$ cat src/rtl/uw_pkg.sv
package uw_pkg;

  // per-chip-select setup, 5 significant bits of the 6-bit field
  typedef struct packed {
    logic [1:0] div;
    logic       act_hi;
    logic       wr_fall;
    logic       rd_fall;
  } cs_cfg_t;

  typedef enum logic [1:0] {ST_IDLE, ST_LOW, ST_HIGH, ST_FIN} xfer_st_e;

  // system clocks per prescaled tick
  function automatic logic [3:0] div_cycles(input logic [1:0] sel);
    case (sel)
      2'd0:    return 4'd2;
      2'd1:    return 4'd4;
      default: return 4'd8;
    endcase
  endfunction

  // ticks in the low phase: ceil(P/2) for P = 2,4,7,10
  function automatic logic [2:0] lo_ticks(input logic [1:0] sel);
    case (sel)
      2'd0:    return 3'd1;
      2'd1:    return 3'd2;
      2'd2:    return 3'd4;
      default: return 3'd5;
    endcase
  endfunction

  // ticks in the high phase: floor(P/2)
  function automatic logic [2:0] hi_ticks(input logic [1:0] sel);
    case (sel)
      2'd0:    return 3'd1;
      2'd1:    return 3'd2;
      2'd2:    return 3'd3;
      default: return 3'd5;
    endcase
  endfunction

endpackage

$ cat src/rtl/uw_tick_gen.sv
module uw_tick_gen (
  input  logic       clk,
  input  logic       rst_n,
  input  logic       run,
  input  logic [1:0] div_sel,
  output logic       tick
);
  localparam int CW = 3;

  logic [CW-1:0] cnt_q, cnt_d;
  logic [3:0]    lim;
  logic          wrap;

  assign lim  = uw_pkg::div_cycles(div_sel);
  assign wrap = ({1'b0, cnt_q} == (lim - 4'd1));
  assign tick = run && wrap;

  always_comb begin
    cnt_d = cnt_q;
    if (!run)      cnt_d = '0;
    else if (wrap) cnt_d = '0;
    else           cnt_d = cnt_q + 1'b1;
  end

  always_ff @(posedge clk or negedge rst_n) begin
    if (!rst_n) cnt_q <= '0;
    else        cnt_q <= cnt_d;
  end

endmodule

$ cat src/rtl/uw_shift_eng.sv
module uw_shift_eng #(
  parameter int DATA_W = 16,
  parameter int CNT_W  = 5
) (
  input  logic              clk,
  input  logic              rst_n,
  input  logic              start,
  input  logic [CNT_W-1:0]  wbits,
  input  logic [CNT_W-1:0]  rbits,
  input  logic [DATA_W-1:0] tx_word,
  input  uw_pkg::cs_cfg_t   cfg_in,
  input  logic [1:0]        pre_in,
  input  logic              tick,
  input  logic              sdi,
  output logic              busy,
  output logic              done,
  output logic              sclk,
  output logic              sdo,
  output logic [1:0]        div_sel,
  output logic [DATA_W-1:0] rx_word
);
  import uw_pkg::*;
  localparam int BIT_W = CNT_W + 1;

  xfer_st_e          st_q, st_d;
  logic [2:0]        pc_q, pc_d;
  logic [BIT_W-1:0]  bit_q, bit_d, tot_q, tot_d, wn_q, wn_d, sum;
  logic [DATA_W-1:0] tx_q, tx_d, rx_q, rx_d;
  logic              sdo_q, sdo_d;
  cs_cfg_t           cfg_q, cfg_d;
  logic [1:0]        pre_q, pre_d;
  logic [2:0]        lo_lim, hi_lim;
  logic              in_write, in_read, next_write;

  assign lo_lim     = lo_ticks(pre_q);
  assign hi_lim     = hi_ticks(pre_q);
  assign sum        = {1'b0, wbits} + {1'b0, rbits};
  assign in_write   = (bit_q < wn_q);
  assign in_read    = !in_write;
  assign next_write = ((bit_q + 1'b1) < wn_q);

  always_comb begin
    st_d = st_q; pc_d = pc_q; bit_d = bit_q; tot_d = tot_q; wn_d = wn_q;
    tx_d = tx_q; rx_d = rx_q; sdo_d = sdo_q; cfg_d = cfg_q; pre_d = pre_q;
    case (st_q)
      ST_IDLE: if (start) begin
        cfg_d = cfg_in; pre_d = pre_in;
        wn_d  = {1'b0, wbits}; tot_d = sum;
        bit_d = '0; pc_d = '0; rx_d = '0;
        if (wbits != '0 && cfg_in.wr_fall) begin
          sdo_d = tx_word[DATA_W-1];
          tx_d  = {tx_word[DATA_W-2:0], 1'b0};
        end else begin
          tx_d  = tx_word;
        end
        st_d = (sum == '0) ? ST_FIN : ST_LOW;
      end
      ST_LOW: if (tick) begin
        if (pc_q == lo_lim - 3'd1) begin
          pc_d = '0;
          st_d = ST_HIGH;
          if (in_write && !cfg_q.wr_fall) begin
            sdo_d = tx_q[DATA_W-1];
            tx_d  = {tx_q[DATA_W-2:0], 1'b0};
          end
          if (in_read && !cfg_q.rd_fall) rx_d = {rx_q[DATA_W-2:0], sdi};
        end else begin
          pc_d = pc_q + 3'd1;
        end
      end
      ST_HIGH: if (tick) begin
        if (pc_q == hi_lim - 3'd1) begin
          pc_d = '0;
          if (in_read && cfg_q.rd_fall) rx_d = {rx_q[DATA_W-2:0], sdi};
          if (bit_q == tot_q - 1'b1) begin
            st_d = ST_FIN;
          end else begin
            bit_d = bit_q + 1'b1;
            st_d  = ST_LOW;
            if (next_write && cfg_q.wr_fall) begin
              sdo_d = tx_q[DATA_W-1];
              tx_d  = {tx_q[DATA_W-2:0], 1'b0};
            end
          end
        end else begin
          pc_d = pc_q + 3'd1;
        end
      end
      default: begin
        st_d  = ST_IDLE;
        sdo_d = 1'b0;
      end
    endcase
  end

  always_ff @(posedge clk or negedge rst_n) begin
    if (!rst_n) begin
      st_q <= ST_IDLE; pc_q <= '0; bit_q <= '0; tot_q <= '0; wn_q <= '0;
      tx_q <= '0; rx_q <= '0; sdo_q <= 1'b0; cfg_q <= '0; pre_q <= '0;
    end else begin
      st_q <= st_d; pc_q <= pc_d; bit_q <= bit_d; tot_q <= tot_d; wn_q <= wn_d;
      tx_q <= tx_d; rx_q <= rx_d; sdo_q <= sdo_d; cfg_q <= cfg_d; pre_q <= pre_d;
    end
  end

  assign busy    = (st_q != ST_IDLE);
  assign done    = (st_q == ST_FIN);
  assign sclk    = (st_q == ST_HIGH);
  assign sdo     = sdo_q;
  assign div_sel = cfg_q.div;
  assign rx_word = rx_q;

  // the phase counter never passes the low-phase length
  assert_phase_bound_R9: assert property (@(posedge clk) disable iff (!rst_n)
    (st_q == ST_LOW) |-> (pc_q < lo_lim));
  // data output quiet outside a transfer
  assert_sdo_quiet_R4: assert property (@(posedge clk) disable iff (!rst_n)
    (st_q == ST_IDLE) |-> !sdo);

endmodule

$ cat src/rtl/uw_master.sv
module uw_master #(
  parameter int DATA_W = 16
) (
  input  logic              clk,
  input  logic              rst_n,
  input  logic              bus_wr,
  input  logic              bus_rd,
  input  logic [2:0]        bus_addr,
  input  logic [DATA_W-1:0] bus_wdata,
  output logic [DATA_W-1:0] bus_rdata,
  output logic              sclk,
  output logic              sdo,
  input  logic              sdi,
  output logic [3:0]        cs_line
);
  import uw_pkg::*;
  localparam int NUM_CS  = 4;
  localparam int IDX_W   = $clog2(NUM_CS);
  localparam int CFG_W   = 6;
  localparam int SETUP_W = 2 * CFG_W;
  localparam int CNT_W   = $clog2(DATA_W) + 1;
  localparam int CLK_W   = 3;

  // reset: asserted asynchronously, released on the clock
  logic rst_meta, rst_s;
  always_ff @(posedge clk or negedge rst_n) begin
    if (!rst_n) {rst_s, rst_meta} <= 2'b00;
    else        {rst_s, rst_meta} <= {rst_meta, 1'b1};
  end

  logic [DATA_W-1:0]  data_q, data_d;
  logic [CNT_W-1:0]   rcnt_q, rcnt_d, wcnt_q, wcnt_d;
  logic [IDX_W-1:0]   idx_q, idx_d, idx_new;
  logic               cmd_q, cmd_d, rdrdy_q, rdrdy_d;
  logic [SETUP_W-1:0] setup_q [2];
  logic [SETUP_W-1:0] setup_d [2];
  logic [CLK_W-1:0]   clk_q, clk_d;
  logic [NUM_CS-1:0]  cs_act_q, cs_act_d;

  logic busy, done, tick, start;
  logic wr_data, wr_csr, wr_clk, rd_data;
  logic [1:0] wr_setup, div_sel;
  logic [DATA_W-1:0] rx_word;
  cs_cfg_t cfg_arr [NUM_CS];

  assign idx_new  = bus_wdata[11:10];
  assign wr_data  = bus_wr && (bus_addr == 3'd0);
  assign wr_csr   = bus_wr && (bus_addr == 3'd1) && !busy;
  assign wr_setup = {bus_wr && (bus_addr == 3'd3), bus_wr && (bus_addr == 3'd2)};
  assign wr_clk   = bus_wr && (bus_addr == 3'd4);
  assign rd_data  = bus_rd && (bus_addr == 3'd0);
  assign start    = wr_csr && bus_wdata[13];

  for (genvar g = 0; g < NUM_CS; g++) begin : g_cs
    assign cfg_arr[g] = cs_cfg_t'(setup_q[g / 2][(g % 2) * CFG_W +: CFG_W - 1]);
    assign cs_line[g] = cfg_arr[g].act_hi ? cs_act_q[g] : ~cs_act_q[g];
  end

  always_comb begin
    data_d = data_q; rcnt_d = rcnt_q; wcnt_d = wcnt_q; idx_d = idx_q;
    cmd_d = cmd_q; rdrdy_d = rdrdy_q; clk_d = clk_q; cs_act_d = cs_act_q;
    setup_d = setup_q;
    if (wr_data) data_d = bus_wdata;
    if (rd_data) rdrdy_d = 1'b0;
    if (done && rcnt_q != '0) begin
      data_d  = rx_word;
      rdrdy_d = 1'b1;
    end
    if (wr_csr) begin
      rcnt_d = bus_wdata[4:0];
      wcnt_d = bus_wdata[9:5];
      idx_d  = idx_new;
      cmd_d  = bus_wdata[12];
      cs_act_d[idx_new] = bus_wdata[12];
    end
    for (int k = 0; k < 2; k++)
      if (wr_setup[k]) setup_d[k] = bus_wdata[SETUP_W-1:0];
    if (wr_clk) clk_d = bus_wdata[CLK_W-1:0];
  end

  always_ff @(posedge clk or negedge rst_s) begin
    if (!rst_s) begin
      data_q <= '0; rcnt_q <= '0; wcnt_q <= '0; idx_q <= '0; cmd_q <= 1'b0;
      rdrdy_q <= 1'b0; clk_q <= '0; cs_act_q <= '0;
      setup_q[0] <= '0; setup_q[1] <= '0;
    end else begin
      data_q <= data_d; rcnt_q <= rcnt_d; wcnt_q <= wcnt_d; idx_q <= idx_d;
      cmd_q <= cmd_d; rdrdy_q <= rdrdy_d; clk_q <= clk_d; cs_act_q <= cs_act_d;
      setup_q[0] <= setup_d[0]; setup_q[1] <= setup_d[1];
    end
  end

  always_comb begin
    case (bus_addr)
      3'd0:    bus_rdata = data_q;
      3'd1:    bus_rdata = {rdrdy_q, busy, 1'b0, cmd_q, idx_q, wcnt_q, rcnt_q};
      3'd2:    bus_rdata = {{(DATA_W-SETUP_W){1'b0}}, setup_q[0]};
      3'd3:    bus_rdata = {{(DATA_W-SETUP_W){1'b0}}, setup_q[1]};
      3'd4:    bus_rdata = {{(DATA_W-CLK_W){1'b0}}, clk_q};
      default: bus_rdata = '0;
    endcase
  end

  uw_tick_gen u_tick (
    .clk(clk), .rst_n(rst_s), .run(busy && clk_q[0]), .div_sel(div_sel), .tick(tick)
  );

  uw_shift_eng #(.DATA_W(DATA_W), .CNT_W(CNT_W)) u_eng (
    .clk(clk), .rst_n(rst_s), .start(start),
    .wbits(bus_wdata[9:5]), .rbits(bus_wdata[4:0]), .tx_word(data_q),
    .cfg_in(cfg_arr[idx_new]), .pre_in(clk_q[2:1]), .tick(tick), .sdi(sdi),
    .busy(busy), .done(done), .sclk(sclk), .sdo(sdo), .div_sel(div_sel),
    .rx_word(rx_word)
  );

  // command fields frozen while busy
  assert_ignore_busy_R10: assert property (@(posedge clk) disable iff (!rst_s)
    (busy && bus_wr && bus_addr == 3'd1) |=>
      ($stable(idx_q) && $stable(wcnt_q) && $stable(rcnt_q) && $stable(cmd_q)));
  // chip-select state cannot move during a transfer
  assert_cs_hold_R7: assert property (@(posedge clk) disable iff (!rst_s)
    busy |=> $stable(cs_act_q));
  // a data read clears read-ready unless a completion lands
  assert_rdrdy_clear_R5: assert property (@(posedge clk) disable iff (!rst_s)
    (rd_data && !done) |=> !rdrdy_q);
  // no serial clock movement with the enable off
  assert_noclk_R11: assert property (@(posedge clk) disable iff (!rst_s)
    !clk_q[0] |=> $stable(sclk));

endmodule

$ cat config.mk
export PLATFORM = sky130hd
export DESIGN_NAME = uw_master
export DESIGN_NICKNAME = d
export VERILOG_FILES = /design/src/rtl/uw_pkg.sv /design/src/rtl/uw_tick_gen.sv /design/src/rtl/uw_shift_eng.sv /design/src/rtl/uw_master.sv
export SDC_FILE = /design/constraint.sdc
export NUM_CORES = 1
export LEC_CHECK = 0
export CAP_MARGIN = 20
export CORE_MARGIN = 2
export CORE_UTILIZATION = 50
export DETAILED_ROUTE_END_ITERATION = 7
export PLACE_DENSITY = 0.69
export SLEW_MARGIN = 20
export SYNTH_ARGS = -nofsm -noshare
export SYNTH_HDL_FRONTEND = slang
export SYNTH_HIERARCHICAL = 1
export SYNTH_SLANG_ARGS = --single-unit
$ cat constraint.sdc
create_clock -name clk -period 6.8 [get_ports clk]
set_input_delay 1.02 -clock clk [delete_from_list [all_inputs] [get_ports clk]]
set_output_delay 1.02 -clock clk [all_outputs]
set_load 0.005 [all_outputs]
==> flow_summary_export.csv, run 1 <==
group,metric,value,unit
global_routing,grt_start_max_net_pins,83,
timing,timing.hold.ws,0.334,ns
timing,hold_viol,0,
critical_path,worst-endpoint-arrival,3.25,ns
timing,max_freq,234,MHz
clocking,clock_latency,0.42,ns
clocking,cts_setup_buffers,0,
clocking,htreeDepth,4,
job,maxCapViolCount,0,
floorplanning,die_w,123,microns
route,viasPerCell,5.71,
global_routing,grt_pass1_vias,4898,
floorplanning,start_util,51.3,%
place,io_buffer_count,45,
place,place_area,7660,sq um
critical_path,worst-path-max-fanout,19,
yosys,synthCells,591,
final_layout,fin_area,8280,sq um
critical_path,reg2reg_slack,3.57,ns
final_layout,final_nets,682,
place,pre_cts_ws,2.43,ns
route,routed_wl,16300,microns
min_path,hold_path.class,"reg2async",
clocking,cts_resized,0,
timing,timing.final.ws_setup,2.53,ns
final_layout,most-common-layout-cells,"dfrtp_1, mux2_2, nand2_1",
critical_path,rr_worst_depth,10,
final_layout,drive_above_1_share,26.0,%
critical_path,cp-startpoint,"bus_addr[2]",
route,wl_per_cell,19.7,microns
clocking,path_clk_slew,0.06,ns
clocking,cts_root_buffer,"clkbuf_16",
global_routing,grt_pass1_wl,26500,microns
timing,finClkSkew,0.00766,ns
timing,slew_violations,0,
global_routing,grt-ovfl-total,0,
floorplanning,ioPinCount,46,
clocking,cts-hold-fix-buffers,0,
critical_path,worstReg2RegEnd,"u_eng/tx_q[7]$_DFFE_PN0P_",
route,ant_nets,0,
final_layout,final_common_cell,"dfrtp_1",
critical_path,required,5.78,ns
critical_path,crit-reg2reg-launch,"u_eng/st_q[0]$_DFFE_PN0P_",
pwr,p_leak,0.00361,uW
place,place_congestion,0.824,
timing,worst_pin_slew,0.999,ns
route,via_count,4720,
critical_path,critPathCaptureType,"primary output",
timing,rsz0062_at_grt,"false",
floorplanning,die-area,15200,sq um
yosys,syn-cell-area,7120,sq um
global_routing,antenna_found_initial,1,
clocking,clockBufferDepth,2,
timing,fin_crit,4.27,ns
yosys,ys.warnings.count,6,
pwr,power_density,426,nW/um^2
floorplanning,rows,43,
global_routing,track_usage,23.5,%
final_layout,areaGrowthSynthToFinish,16.3,%
timing,tns,0,ns
timing,relSlewSlack,31.7,%
critical_path,crit_type,"in2out",
yosys,syn_nets,640,
status,status,"finished, final reports clean",
final_layout,fin_cells,827,
route,drt_iter0_drc,330,
clocking,cts.sinks,127,
route,dr.pass1.iters,4,
route,drc,0,
timing,final-setup-viol-count,0,
critical_path,start_kind,"input pin",
floorplanning,die_y,123,microns
clocking,cts_tree,"built",
timing,period_share,62.8,%
clocking,cts_made_buffers,17,
yosys,syn_avg_cell_area,12.1,sq um
place,dp_hpwl,11300,microns
pwr,peakVddDrop,217,uV
critical_path,critPathCapture,"bus_rdata[2]",
floorplanning,core_area,13900,sq um
place,placed_cells,793,
## metal layers
metal / part of all wire (%) / global-route usage, %
met1: 44 / 31.2
met2: 49 / 37.5
met3: 4.7 / 4.94
met4: 2.3 / 10.1
met5: 0 / 0
## flip-flops by register name, summed over array words and instances (netlist names), 2 cells and up
register / count
u_eng/st_q: 2
u_eng/bit_q: 6
u_eng/rx_word: 16
idx_q: 2
cs_act_q: 4
u_eng/pre_q: 2
u_eng/tot_q: 6
u_eng/pc_q: 3
clk_q: 3
u_eng/div_sel: 2
data_q: 16
wcnt_q: 5
rcnt_q: 5
u_eng/wn_q: 5
u_eng/tx_q: 16
cfg_arr: 20
setup_q: 4
u_eng/cfg_q: 2
u_tick/cnt_q: 3
## worst min path at each step
stage	startpoint	end	slack (ns)	cells after the start
global placement	rst_meta$_DFF_PN0_	rst_s$_DFF_PN0_	0.34	0
detailed placement	rst_meta$_DFF_PN0_	rst_s$_DFF_PN0_	0.34	0
finish	rst_s$_DFF_PN0_	wcnt_q[3]$_DFFE_PN0P_	0.33	0
floorplan	rst_meta$_DFF_PN0_	rst_s$_DFF_PN0_	0.33	0
CTS	rst_s$_DFF_PN0_	cfg_arr[2]$_DFFE_PN0P_	0.36	0
global route	rst_meta$_DFF_PN0_	rst_s$_DFF_PN0_	0.38	0
## worst max-delay path: stages
cell and delay (ns):
clkdlybuf4s50_1 1.04, nor2b_1 0.33, a2bb2oi_1 0.11, o22ai_1 0.20
clkdlybuf4s50_1 0.53
## layout make-up
class                   instances  area [sq um]
diodes                          1          2.50
clock buffers                  19           443
clock inverters                13           165
fillers                      1130          5600
inverters                      37           140
multi-input cells             399          3630
flip-flops and latches        127          3180
well taps                     180           225
repair buffers                 51           498
## metrics by stage
step           total power [uW]  util, %
6_report                   3530     59.7
3_5_place_dp               2600     55.2
5_1_grt                    3740     59.7
4_1_cts                    3550     59.6
2_1_floorplan              2250        -
3_3_place_gp               2550     55.2
## power by group
| part | internal (uW) | leakage (uW) | switching (uW) |
|---|---|---|---|
| Combinational | 697 | 0.00170 | 640 |
| Sequential | 1020 | 0.00163 | 243 |
| Clock | 586 | 0.000274 | 343 |
Note: power is estimated with default switching activity, not from simulation.
==> inputs of run 2 (changes only) <==
--- a/config.mk
+++ b/config.mk
@@ -9,7 +9,7 @@
 export CORE_MARGIN = 2
 export CORE_UTILIZATION = 50
 export DETAILED_ROUTE_END_ITERATION = 7
-export PLACE_DENSITY = 0.69
+export PLACE_DENSITY = 0.72
 export SLEW_MARGIN = 20
 export SYNTH_ARGS = -nofsm -noshare
 export SYNTH_HDL_FRONTEND = slang
==> constraint.sdc (replaced) <==
create_clock -name clk -period 3.7 [get_ports clk]
set_input_delay 0.555 -clock clk [delete_from_list [all_inputs] [get_ports clk]]
set_output_delay 0.555 -clock clk [all_outputs]
set_load 0.005 [all_outputs]
==> flow_summary_export.csv, run 2 (same netlist as run 1, synthesis figures left out) <==
group,metric,value,unit
global_routing,grt_start_max_net_pins,71,
route,drt_iter0_drc,273,
floorplanning,core_area,13900,sq um
critical_path,crit_type,"in2out",
pwr,p_leak,0.00368,uW
critical_path,crit-reg2reg-launch,"u_eng/st_q[0]$_DFFE_PN0P_",
final_layout,final_nets,692,
timing,worst_pin_slew,0.798,ns
floorplanning,die-area,15200,sq um
place,place_congestion,0.894,
job,maxCapViolCount,0,
route,routed_wl,16600,microns
timing,period_share,87.3,%
final_layout,largest_reg_flops,20,
route,viasPerCell,5.72,
pwr,peakVddDrop,381,uV
min_path,hold_path.class,"in2async",
final_layout,num_antenna_cells,0,
final_layout,final_common_cell,"dfrtp_1",
global_routing,grt_pass1_wl,27100,microns
clocking,cts.sinks,127,
route,dr.pass1.iters,5,
final_layout,fin_area,8360,sq um
clocking,htreeDepth,4,
clocking,clockBufferDepth,2,
clocking,cts_tree,"built",
timing,finClkSkew,0.0151,ns
critical_path,worst-path-max-fanout,11,
global_routing,antenna_found_initial,0,
floorplanning,start_util,51.3,%
global_routing,track_usage,23.8,%
clocking,cts_setup_buffers,0,
floorplanning,die_w,123,microns
global_routing,grt-ovfl-total,0,
floorplanning,rows,43,
clocking,cts_resized,0,
clocking,clock_latency,0.42,ns
timing,tns,0,ns
floorplanning,die_y,123,microns
floorplanning,ioPinCount,46,
route,wl_per_cell,19.8,microns
route,drc,0,
route,via_count,4786,
critical_path,start_kind,"input pin",
pwr,power_density,781,nW/um^2
clocking,cts-hold-fix-buffers,0,
place,io_buffer_count,45,
critical_path,worstReg2RegEnd,"u_eng/rx_word[12]$_DFFE_PN0P_",
clocking,cts_root_buffer,"clkbuf_16",
clocking,path_clk_slew,0.06,ns
place,dp_hpwl,11800,microns
route,ant_nets,0,
global_routing,grt_pass1_vias,4995,
critical_path,worst-endpoint-arrival,2.68,ns
final_layout,most-common-layout-cells,"dfrtp_1, mux2_2, nand2_1",
timing,rsz0062_at_grt,"false",
critical_path,reg2reg_slack,0.62,ns
final_layout,areaGrowthSynthToFinish,17.4,%
timing,relSlewSlack,46.6,%
critical_path,required,3.14,ns
timing,slew_violations,0,
timing,max_freq,309,MHz
status,status,"finished, final reports clean",
timing,final-setup-viol-count,0,
place,place_area,7760,sq um
clocking,cts_made_buffers,17,
critical_path,rr_worst_depth,11,
timing,fin_crit,3.23,ns
critical_path,critPathCaptureType,"primary output",
timing,hold_viol,0,
final_layout,drive_above_1_share,27.0,%
-- run 2: worst max-delay path, cell delays in order --
cell and delay, ns:
clkdlybuf4s50_1 0.71, buf_4 0.30, mux4_2 0.51, nor2b_1 0.14, clkdlybuf4s50_1 0.45
-- run 2: worst max path at each step --
| stage | end | slack, ns | cells past startpoint | startpoint |
|---|---|---|---|---|
| 2_1_floorplan | u_eng/rx_word[10]$_DFFE_PN0P_ | 0.66 | 11 | bus_addr[2] |
| 3_3_place_gp | u_eng/rx_word[13]$_DFFE_PN0P_ | 0.45 | 10 | bus_addr[1] |
| 3_5_place_dp | u_eng/rx_word[12]$_DFFE_PN0P_ | 0.35 | 10 | bus_addr[1] |
| 4_1_cts | bus_rdata[3] | 0.48 | 5 | bus_addr[1] |
| 5_1_grt | bus_rdata[3] | 0.41 | 5 | bus_addr[1] |
| 6_report | bus_rdata[3] | 0.47 | 5 | bus_addr[1] |
-- run 2: metrics by stage --
stage               setup slack, ns  total power (uW)  hold slack [ns]  instances  utilization [%]
floorplan                     0.663              4130            0.259        591                -
global placement              0.451              4720            0.341        804             55.9
detailed placement            0.354              4840            0.339        804             55.9
CTS                           0.482              6550            0.288        836             60.2
global route                  0.409              6920            0.299        836             60.2
finish                        0.469              6530            0.297        836             60.2
-- run 2: layer usage --
layer	vias up	global-route usage [%]	wire length (microns)
met4	0	9.38	369
met3	26	5.30	691
met1	2427	31.7	7440
met2	122	38.0	8080
met5	-	0	0
li1	2211	-	-
-- run 2: area by class of cell --
class | instances | area, sq um
fill | 1127 | 5520
multi-input combinational | 399 | 3630
sequential | 127 | 3180
timing repair buffer | 61 | 583
clock buffer | 20 | 457
tap | 180 | 225
clock inverter | 12 | 141
inverter | 37 | 140
-- run 2: power breakdown --
part	internal (uW)	switching, uW
sequential	1870	466
combinational	1320	1180
clock	1090	600
total	4280	2250
==> inputs of run 3 (changes only) <==
--- a/config.mk
+++ b/config.mk
@@ -9,6 +9,7 @@
 export CORE_MARGIN = 2
 export CORE_UTILIZATION = 50
 export DETAILED_ROUTE_END_ITERATION = 7
+export GPL_TIMING_DRIVEN = 0
 export PLACE_DENSITY = 0.72
 export SLEW_MARGIN = 20
 export SYNTH_ARGS = -nofsm -noshare
==> flow_summary_export.csv, run 3 (same netlist as run 1, synthesis figures left out) <==
group,metric,value,unit
status,status,"finished, final reports clean",
final_layout,areaGrowthSynthToFinish,20.1,%
clocking,cts_tree,"built",
route,routed_wl,17000,microns
critical_path,worst-endpoint-arrival,3.72,ns
route,via_count,4890,
timing,timing.final.ws_setup,0.275,ns
critical_path,rr_worst_depth,12,
place,io_buffer_count,44,
critical_path,crit_type,"reg2reg",
critical_path,start_kind,"register",
final_layout,most-common-layout-cells,"dfrtp_1, mux2_2, nand2_1",
min_path,hold_path.class,"in2async",
final_layout,final_util,61.6,%
critical_path,critical_path_buf_inv_count,4,
job,maxCapViolCount,0,
pwr,switchingPower,2340,uW
critical_path,path_delay_family,"simple AND/OR/NAND/NOR gates",
timing,worst_pin_slew,0.740,ns
floorplanning,die_y,123,microns
route,drt_iter0_drc,230,
final_layout,fillers,1104,
route,ant_nets,0,
pwr,pwr-share-seq,33.8,%
global_routing,track_usage,24.2,%
floorplanning,start_util,51.3,%
place,placed_cells,817,
pwr,swShare,34.0,%
pwr,power_density,807,nW/um^2
clocking,cts_root_buffer,"clkbuf_16",
floorplanning,rows,43,
timing,rsz0062_at_grt,"false",
timing,timing.hold.ws,0.291,ns
timing,slew_violations,0,
timing,max_freq,292,MHz
critical_path,slowest_stage,"dfrtp_1",
clocking,clockBufferDepth,2,
final_layout,seqCellArea,3180,sq um
timing,final-setup-viol-count,0,
final_layout,fin_cells,852,
critical_path,path_cells,"inv_1, ha_1, inv_1, nor2_2, buf_4, and2_1, o22ai_1, nor2_2, nand2_2, nor2_4, buf_6, mux2_1",
timing,finClkSkew,0.0100,ns
final_layout,final_nets,708,
floorplanning,die-area,15200,sq um
clocking,htreeDepth,4,
place,pre_cts_ws,-0.463,ns
place,dp_hpwl,12300,microns
route,dr.pass1.iters,4,
global_routing,antenna_found_initial,0,
critical_path,required,4.00,ns
global_routing,grt-ovfl-total,0,
timing,period_share,92.6,%
route,drc,0,
floorplanning,die_w,123,microns
critical_path,critPathCaptureType,"register",
global_routing,grt_pass1_wl,27300,microns
clocking,clock_latency,0.42,ns
final_layout,multi_input_area,3630,sq um
place,place_congestion,0.930,
final_layout,drive_above_1_share,27.4,%
pwr,p_leak,0.00377,uW
route,viasPerCell,5.74,
pwr,p_int,4560,uW
timing,hold_viol,0,
floorplanning,ioPinCount,46,
critical_path,worst-path-max-fanout,10,
route,wl_per_cell,20.0,microns
global_routing,grt_pass1_vias,5249,
critical_path,cp.depth,12,
timing,fin_crit,3.43,ns
timing,relSlewSlack,49.4,%
timing,tns,0,ns
critical_path,slowest_delay,0.42,ns
clocking,path_clk_slew,0.06,ns
clocking,cts.sinks,127,
pwr,peakVddDrop,438,uV
pwr,power_frac_comb,38.2,%
floorplanning,core_area,13900,sq um
clocking,cts_made_buffers,17,
final_layout,largest_reg_flops,20,
pwr,p_clk_share,28.0,%
final_layout,final_common_cell,"dfrtp_1",
global_routing,grt_start_max_net_pins,57,
final_layout,num_antenna_cells,0,
==> run 3: worst paths after layout <==
kind,endpoint,slack [ns],startpoint
setup / recovery,u_eng/tx_q[9]$_DFFE_PN0P_,0.27,u_eng/st_q[0]$_DFFE_PN0P_
hold / removal,rst_s$_DFF_PN0_,0.29,rst_n
setup reg to reg,u_eng/tx_q[9]$_DFFE_PN0P_,0.27,u_eng/st_q[0]$_DFFE_PN0P_
hold reg to reg,cs_act_q[2]$_DFFE_PN0P_,0.30,rst_s$_DFF_PN0_
max in group asynchronous,setup_q[11]$_DFFE_PN0P_,2.76,rst_s$_DFF_PN0_
min in group clk,rst_s$_DFF_PN0_,0.35,rst_meta$_DFF_PN0_
==> run 3: stage by stage <==
stage               instance area [sq um]  total power [uW]
detailed placement                   7840              4910
floorplan                            7120              4130
CTS                                  8550              6910
global placement                     7790              4780
global route                         8550              7280
finish                               8550              6900
==> run 3: repair_timing <==
| action | 4_1_cts | 5_1_grt |
|---|---|---|
| gates resized for setup | 1 | 1 |
| pin swaps | 1 | 0 |
| gates cloned | 0 | 0 |
| buffers inserted | 3 | 0 |
| endpoints found under the setup margin | 26 | 10 |
| hold buffers | 0 | 0 |
==> run 3: worst reg2reg max path: cells and delay by family (launching register included) <==
kind | cells | cell delay [ns]
adder cells (fa/ha/maj) | 1 | 0.31
buffers and inverters | 4 | 0.87
multiplexers | 1 | 0.33
AO/OA/AOI/OAI | 1 | 0.14
flip-flops | 1 | 0.42
AND/OR/NAND/NOR | 5 | 1.23
==> run 3: cell type report <==
type	instances	area share, %
buffer	28	2.09
clock buffer	19	5.30
clock inverter	13	2.71
inverter	37	1.64
multi-input combinational	399	42.5
sequential	127	37.2
tap	180	2.63
timing repair buffer	49	5.97
==> run 3: per-layer routing <==
layer  global-route usage, %  wire length [microns]  vias up  share of wire, %
li1                        -                      -     2236                 -
met1                    29.7                   7240     2487                43
met2                    40.1                   8330      124                49
met3                    5.17                    706       43               4.2
met4                    12.6                    722        0               4.2
met5                       0                      0        -                 0
==> run 3: power by group through the flow <==
stage                     combinational (uW)  sequential [uW]  clock [uW]
after CTS                               2630             2320        1960
after floorplan                         1960             2180           0
after global placement                  2440             2340           0
final                                   2640             2330        1930
after detailed placement                2570             2350           0
after global routing                    2880             2390        2010
